==> src/rtl/ptx_pkg.sv <==
// Shared types for the framed packet transmitter.
package ptx_pkg;
    localparam int BYTE_W = 8;

    typedef enum logic [2:0] {
        S_IDLE,   // line inactive, waiting for host
        S_FETCH,  // line active, taking next payload byte
        S_ISSUE,  // byte held, waiting for clear-to-send
        S_WAIT,   // byte in flight, waiting for UART done
        S_GAP     // line inactive, enforcing inter-packet gap
    } ptx_state_e;

    typedef enum logic [1:0] {
        K_DATA,
        K_LEN,
        K_SUM
    } ptx_kind_e;
endpackage

==> src/rtl/ptx_accum.sv <==
// Running byte count and sum of one packet's payload.
// Assumes: clr and add_en are never asserted together.
// Output chk is the payload sum plus the count, all modulo 2**W.
module ptx_accum #(
    parameter int W = 8
) (
    input  logic         clk,
    input  logic         rst_n,
    input  logic         clr,
    input  logic         add_en,
    input  logic [W-1:0] add_val,
    output logic [W-1:0] cnt,
    output logic [W-1:0] chk
);
    logic [W-1:0] sum_q;

    // Track the payload count and sum; clear at packet start.
    always_ff @(posedge clk) begin
        if (!rst_n || clr) begin
            cnt   <= '0;
            sum_q <= '0;
        end else if (add_en) begin
            cnt   <= cnt + 1'b1;
            sum_q <= sum_q + add_val;
        end
    end

    // The checksum folds the length byte into the payload sum.
    always_comb chk = sum_q + cnt;
endmodule

==> src/rtl/ptx_gap_timer.sv <==
// Counts the cycles spent in the inter-packet gap.
// Assumes: clr is pulsed once as the gap begins; tick is high for each gap cycle.
// expired is high once the count has reached gap_len.
module ptx_gap_timer #(
    parameter int GAP_W = 8
) (
    input  logic             clk,
    input  logic             rst_n,
    input  logic             clr,
    input  logic             tick,
    input  logic [GAP_W-1:0] gap_len,
    output logic             expired
);
    logic [GAP_W-1:0] cnt_q;

    // Saturating count of gap cycles.
    always_ff @(posedge clk) begin
        if (!rst_n || clr)
            cnt_q <= '0;
        else if (tick && cnt_q != {GAP_W{1'b1}})
            cnt_q <= cnt_q + 1'b1;
    end

    // Expiry compare.
    always_comb expired = (cnt_q >= gap_len);
endmodule

==> src/rtl/ptx_ctrl.sv <==
// Packet framing controller: opens the line, fetches and holds bytes,
// paces them with clear-to-send, appends optional trailer bytes and
// closes the line after the last UART done.
// Assumes: the UART raises uart_done once for each uart_start, at least one cycle later.
module ptx_ctrl
    import ptx_pkg::*;
#(
    parameter int W = BYTE_W
) (
    input  logic         clk,
    input  logic         rst_n,
    input  logic         in_valid,
    input  logic [W-1:0] in_data,
    input  logic         in_last,
    output logic         in_ready,
    input  logic         fields_en,
    input  logic         fc_en,
    input  logic         cts_n,
    input  logic         uart_done,
    input  logic         gap_expired,
    input  logic [W-1:0] acc_cnt,
    input  logic [W-1:0] acc_chk,
    output logic         dtr_n,
    output logic         uart_start,
    output logic [W-1:0] uart_data,
    output logic         acc_clr,
    output logic         acc_add,
    output logic         gap_clr,
    output logic         gap_tick
);
    ptx_state_e state_q, state_d;
    ptx_kind_e  kind_q;
    logic       last_q;
    logic [W-1:0] hold_q;
    logic       cts_ok;

    // Line permission for handing a byte to the UART.
    always_comb cts_ok = !fc_en || !cts_n;

    // Next-state and strobe decode.
    always_comb begin
        state_d    = state_q;
        in_ready   = 1'b0;
        uart_start = 1'b0;
        acc_clr    = 1'b0;
        acc_add    = 1'b0;
        gap_clr    = 1'b0;
        gap_tick   = 1'b0;
        unique case (state_q)
            S_IDLE: if (in_valid) begin
                state_d = S_FETCH;
                acc_clr = 1'b1;
            end
            S_FETCH: begin
                in_ready = 1'b1;
                if (in_valid) begin
                    acc_add = 1'b1;
                    state_d = S_ISSUE;
                end
            end
            S_ISSUE: if (cts_ok) begin
                uart_start = 1'b1;
                state_d    = S_WAIT;
            end
            S_WAIT: if (uart_done) begin
                if (kind_q == K_DATA && !last_q)
                    state_d = S_FETCH;
                else if ((kind_q == K_DATA && fields_en) || kind_q == K_LEN)
                    state_d = S_ISSUE;
                else begin
                    state_d = S_GAP;
                    gap_clr = 1'b1;
                end
            end
            S_GAP: begin
                gap_tick = 1'b1;
                if (gap_expired) state_d = S_IDLE;
            end
            default: state_d = S_IDLE;
        endcase
    end

    // State register.
    always_ff @(posedge clk) begin
        if (!rst_n) state_q <= S_IDLE;
        else        state_q <= state_d;
    end

    // Held byte, its kind and the last-byte flag.
    always_ff @(posedge clk) begin
        if (!rst_n) begin
            hold_q <= '0;
            kind_q <= K_DATA;
            last_q <= 1'b0;
        end else if (state_q == S_FETCH && in_valid) begin
            hold_q <= in_data;
            kind_q <= K_DATA;
            last_q <= in_last;
        end else if (state_q == S_WAIT && uart_done) begin
            if (kind_q == K_DATA && last_q && fields_en) begin
                hold_q <= acc_cnt;
                kind_q <= K_LEN;
            end else if (kind_q == K_LEN) begin
                hold_q <= acc_chk;
                kind_q <= K_SUM;
            end
        end
    end

    // Line marking and UART byte.
    always_comb begin
        dtr_n     = (state_q == S_IDLE) || (state_q == S_GAP);
        uart_data = hold_q;
    end


    start_in_frame_chk: assert property (@(posedge clk) disable iff (!rst_n)
        uart_start |-> (!dtr_n && !$past(dtr_n)));

    start_pulse_chk: assert property (@(posedge clk) disable iff (!rst_n)
        uart_start |=> !uart_start);

    cts_gate_chk: assert property (@(posedge clk) disable iff (!rst_n)
        (uart_start && fc_en) |-> !cts_n);

    cts_hold_chk: assert property (@(posedge clk) disable iff (!rst_n)
        (state_q == S_ISSUE && fc_en && cts_n) |=> (!dtr_n && $stable(uart_data)));

    ready_in_frame_chk: assert property (@(posedge clk) disable iff (!rst_n)
        in_ready |-> !dtr_n);
endmodule

==> src/rtl/pkt_frame_tx.sv <==
// Top of the framed packet transmitter: ties together the controller,
// the count/checksum accumulator and the gap timer.
// Assumes: fields_en, fc_en and gap_len stay constant while a packet is open.
module pkt_frame_tx
    import ptx_pkg::*;
#(
    parameter int GAP_W = 8
) (
    input  logic              clk,
    input  logic              rst_n,
    input  logic              in_valid,
    input  logic [BYTE_W-1:0] in_data,
    input  logic              in_last,
    output logic              in_ready,
    input  logic              fields_en,
    input  logic              fc_en,
    input  logic [GAP_W-1:0]  gap_len,
    input  logic              cts_n,
    output logic              dtr_n,
    output logic              uart_start,
    output logic [BYTE_W-1:0] uart_data,
    input  logic              uart_done
);
    logic              acc_clr, acc_add, gap_clr, gap_tick, gap_expired;
    logic [BYTE_W-1:0] acc_cnt, acc_chk;

    ptx_ctrl #(.W(BYTE_W)) u_ctrl (
        .clk(clk), .rst_n(rst_n),
        .in_valid(in_valid), .in_data(in_data), .in_last(in_last), .in_ready(in_ready),
        .fields_en(fields_en), .fc_en(fc_en), .cts_n(cts_n),
        .uart_done(uart_done), .gap_expired(gap_expired),
        .acc_cnt(acc_cnt), .acc_chk(acc_chk),
        .dtr_n(dtr_n), .uart_start(uart_start), .uart_data(uart_data),
        .acc_clr(acc_clr), .acc_add(acc_add), .gap_clr(gap_clr), .gap_tick(gap_tick)
    );

    ptx_accum #(.W(BYTE_W)) u_accum (
        .clk(clk), .rst_n(rst_n), .clr(acc_clr), .add_en(acc_add),
        .add_val(in_data), .cnt(acc_cnt), .chk(acc_chk)
    );

    ptx_gap_timer #(.GAP_W(GAP_W)) u_gap (
        .clk(clk), .rst_n(rst_n), .clr(gap_clr), .tick(gap_tick),
        .gap_len(gap_len), .expired(gap_expired)
    );

    // Checker state: saturating run length of the inactive line.
    logic [GAP_W:0] hi_run_q;
    always_ff @(posedge clk) begin
        if (!rst_n)            hi_run_q <= '1;
        else if (!dtr_n)       hi_run_q <= '0;
        else if (hi_run_q != '1) hi_run_q <= hi_run_q + 1'b1;
    end


    close_after_done_chk: assert property (@(posedge clk) disable iff (!rst_n)
        $rose(dtr_n) |-> $past(uart_done));

    min_gap_chk: assert property (@(posedge clk) disable iff (!rst_n)
        $fell(dtr_n) |-> (hi_run_q >= {1'b0, gap_len}));

    reset_state_chk: assert property (@(posedge clk)
        $past(!rst_n) |-> (dtr_n && !in_ready && !uart_start));
endmodule

==> config.mk <==
export PLATFORM = sky130hd
export DESIGN_NAME = pkt_frame_tx
export DESIGN_NICKNAME = d
export VERILOG_FILES = /design/src/rtl/ptx_pkg.sv /design/src/rtl/ptx_accum.sv /design/src/rtl/ptx_gap_timer.sv /design/src/rtl/ptx_ctrl.sv /design/src/rtl/pkt_frame_tx.sv
export SDC_FILE = /design/constraint.sdc
export NUM_CORES = 1
export LEC_CHECK = 0
export BUFFER_PORTS_ARGS = -buffer_cell sky130_fd_sc_hd__buf_2
export CAP_MARGIN = 20
export CORE_ASPECT_RATIO = 1.25
export CORE_MARGIN = 3
export CORE_UTILIZATION = 50
export CTS_CLUSTER_SIZE = 8
export DETAILED_ROUTE_END_ITERATION = 10
export GPL_ROUTABILITY_DRIVEN = 0
export PLACE_DENSITY = 0.72
export RECOVER_POWER = 100
export SYNTH_ARGS = -nofsm -noshare
export SYNTH_HDL_FRONTEND = slang
export SYNTH_HIERARCHICAL = 1
export SYNTH_SLANG_ARGS = --single-unit
==> constraint.sdc <==
create_clock -name clk -period 4.4 [get_ports clk]
set_clock_uncertainty 0.1 [all_clocks]
set_input_delay 0.88 -clock clk [delete_from_list [all_inputs] [get_ports clk]]
set_output_delay 0.88 -clock clk [all_outputs]
set_load 0.01 [all_outputs]
==> results.cfg <==
[clock_tree]
cts_setup_buffers = 0
cts_resized = 0
cts_tree = done
ctsRootBufferMaster = clkbuf_8
cts.path.max_buffers = 2
numCtsBuffers = 5
numClockSinks = 38
path_clk_slew_ps = 80
cts_hold_buffers = 0
htreeDepth = 2
clkLatencyLatePin_ps = 290

[worst_setup_path]
crit_required_ps = 4470
rrSetupSlack_ps = 1850
worstSetupPathType = flip-flop to flip-flop
r2r-end = u_ctrl/uart_data[6]$_SDFFE_PN0P_
path_max_fanout = 5
reg2regPathDepth = 10
crit_path_start_kind = flip-flop
r2r_start = u_accum/cnt[0]$_SDFFE_PP0P_
endpoint_kind = flip-flop
crit_arrival_ps = 2610

[detailed_routing]
wl_per_cell_um = 14.1
drtPass1Iterations = 4
viasPerCell = 5.70
ant_nets = 0
first_iter_violations = 110
drc = 0
vias = 2247
wl_mm = 5.54

[yosys]
synthesis.nets = 351
ys_warn_count = 6
synth.area.mux_share_pct = 9.47
synth_common_cells = dfxtp_1, nand2_1, ha_1
netlist_instances = 301
synth_fa_ha_area_share_pct = 12.9
syn_area_per_cell_um2 = 8.78
synthesis.area_um2 = 2640
yosysTopAreaCell = dfxtp_1
synth_edf_count = 0
yosys.area_share.simple_pct = 22.6
synth_xor_area_share_pct = 4.64
synth_top_family_by_area = simple AND/OR/NAND/NOR gates
synth_seq_cells = 38
synth.most_common_cell = dfxtp_1
seq_area_frac_synth_pct = 28.8
async_flop_share_pct = 0
yosysUniqueCellTypes = 64
synth-compound-area-share_pct = 17.2
ys_top_cells_by_area = dfxtp_1, ha_1, mux2i_1
synth_top_area_share_pct = 28.8
synth-main-ff-cell = dfxtp_1

[power]
power_density_nw_per_um2 = 282
vdd_ir_drop_max_mv = 0.139
total_power_uw = 835
power_leakage_uw = 0.00120

[sta]
hold_viol_final = 0
rsz0062_at_grt = no
fin_crit_ps = 2550
finalCritPeriodShare_pct = 57.9
worst_pin_slew_ps = 695
setup_viol = 0
final.setup.tns_ps = 0
slew_viol_final = 0
slew_headroom_pct = 53.7
fmax_mhz = 393

[finish]
layout-drive-gt1-share_pct = 11.1
n_fill_cell = 475
fin_nets = 383
syn_to_final_growth_pct = 11.9
diodes = 0

[global_routing]
grt_max_degree = 17
grt_pass1_wl_mm = 9.63
grt_overflow_total = 0
track_usage_pct = 19.1
antenna_found_initial = 0
first_global_vias = 2263

[placement]
hpwl_mm = 4.12
port_buffers = 34

[status]
status = finished, final reports clean

[die]
pin_count = 35
die_area_um2 = 6200
die_h_um = 87.3
fp.dieW_um = 71.0
rows = 28
start_util_pct = 53.9
core_um2 = 4900

[hold_path]
hold_path_depth = 2
hold_class = flip-flop to flip-flop
holdPathEnd = u_accum/sum_q[7]$_SDFFE_PP0P_
hold_start = u_accum/sum_q[7]$_SDFFE_PP0P_

[job]
drv_cap = 0
[area by class of cell]
class | instances | area [µm²] | area share, %
Inverter | 16 | 60.1 | 2.03
Clock inverter | 2 | 60.1 | 2.03
Timing Repair Buffer | 35 | 161 | 5.46
Clock buffer | 6 | 82.6 | 2.79
Tap cell | 60 | 75.1 | 2.54
Sequential cell | 38 | 761 | 25.7
Multi-Input combinational cell | 237 | 1760 | 59.4
[kinds of logic after synthesis]
| family | after synthesis |
|---|---|
| and+or+nand+nor | 107 |
| AOI/OAI and AO/OA | 66 |
| DFF | 38 |
| buffers and inverters | 26 |
| adders and majority gates | 26 |
| muxes | 24 |
| xor gates and xnor gates | 14 |
[placed cells by master (no fill, tap or decap), types with 4 or more instances in the layout]
cell type,count
dfxtp_1,38
nand2_1,29
ha_1,24
nor2_1,23
buf_2,21
a21oi_1,17
inv_1,16
mux2i_1,16
o21ai_0,14
clkbuf_1,13
nand2b_1,9
mux2_1,8
xor2_1,7
xnor2_1,7
nor3_1,7
clkbuf_8,6
nor2b_1,5
nand4_1,5
nor3b_1,4
o21a_1,4
[layer usage]
metal	share of wire, %	GRT usage [%]
met5	0	0
met4	1.3	6.50
met3	3.6	3.23
met2	53	37.3
met1	42	20.5
[worst max-delay path by stage]
| stage | to | slack [ps] | cells past startpoint | from |
|---|---|---|---|---|
| after floorplan | u_ctrl/state_q[2]$_SDFFE_PN0P_ | 1930 | 8 | gap_len[0] |
| after global placement | u_ctrl/state_q[0]$_SDFFE_PN0P_ | 1620 | 9 | gap_len[0] |
| after detailed placement | u_ctrl/uart_data[4]$_SDFFE_PN0P_ | 1600 | 5 | fields_en |
| after CTS | u_ctrl/uart_data[6]$_SDFFE_PN0P_ | 1850 | 10 | u_accum/cnt[0]$_SDFFE_PP0P_ |
| after global routing | u_ctrl/uart_data[6]$_SDFFE_PN0P_ | 1690 | 10 | u_accum/cnt[0]$_SDFFE_PP0P_ |
| final | u_ctrl/uart_data[6]$_SDFFE_PN0P_ | 1850 | 10 | u_accum/cnt[0]$_SDFFE_PP0P_ |
[per-stage QoR]
stage          util [%]  hold WS, ps  cells  setup WS (ps)  cell area [µm²]
2_1_floorplan         -          354    301           1930             2640
3_3_place_gp       57.9          376    385           1620             2840
3_5_place_dp       57.9          392    385           1600             2840
4_1_cts            60.8          400    393           1850             2980
5_1_grt            60.3          425    394           1690             2960
6_report           60.3          395    394           1850             2960
[critical path: stages (launching register included)]
cell,delay (ps)
dfxtp_1,370
ha_1,260
fa_1,420
a21o_1,180
a21oi_1,220
o21bai_1,100
a21oi_1,210
xnor2_1,80
mux2_1,280
mux2i_1,120
o21ai_0,80
[where the power goes]
part	switching (µW)	leakage [µW]	total, µW	internal, µW
clock network	125	0.0000714	366	242
registers	12.8	0.000307	366	353
logic	58.7	0.000819	102	43.6
total	196	0.00120	835	639
[flip-flops by register name, indices dropped and copies added (netlist names)]
name	count
u_accum/cnt	8
u_accum/sum_q	8
u_ctrl/uart_data	8
u_gap/cnt_q	8
u_ctrl/state_q	3
u_ctrl/kind_q	2
u_ctrl/last_q	1
No activity file was read; power rests on OpenSTA's default activity.
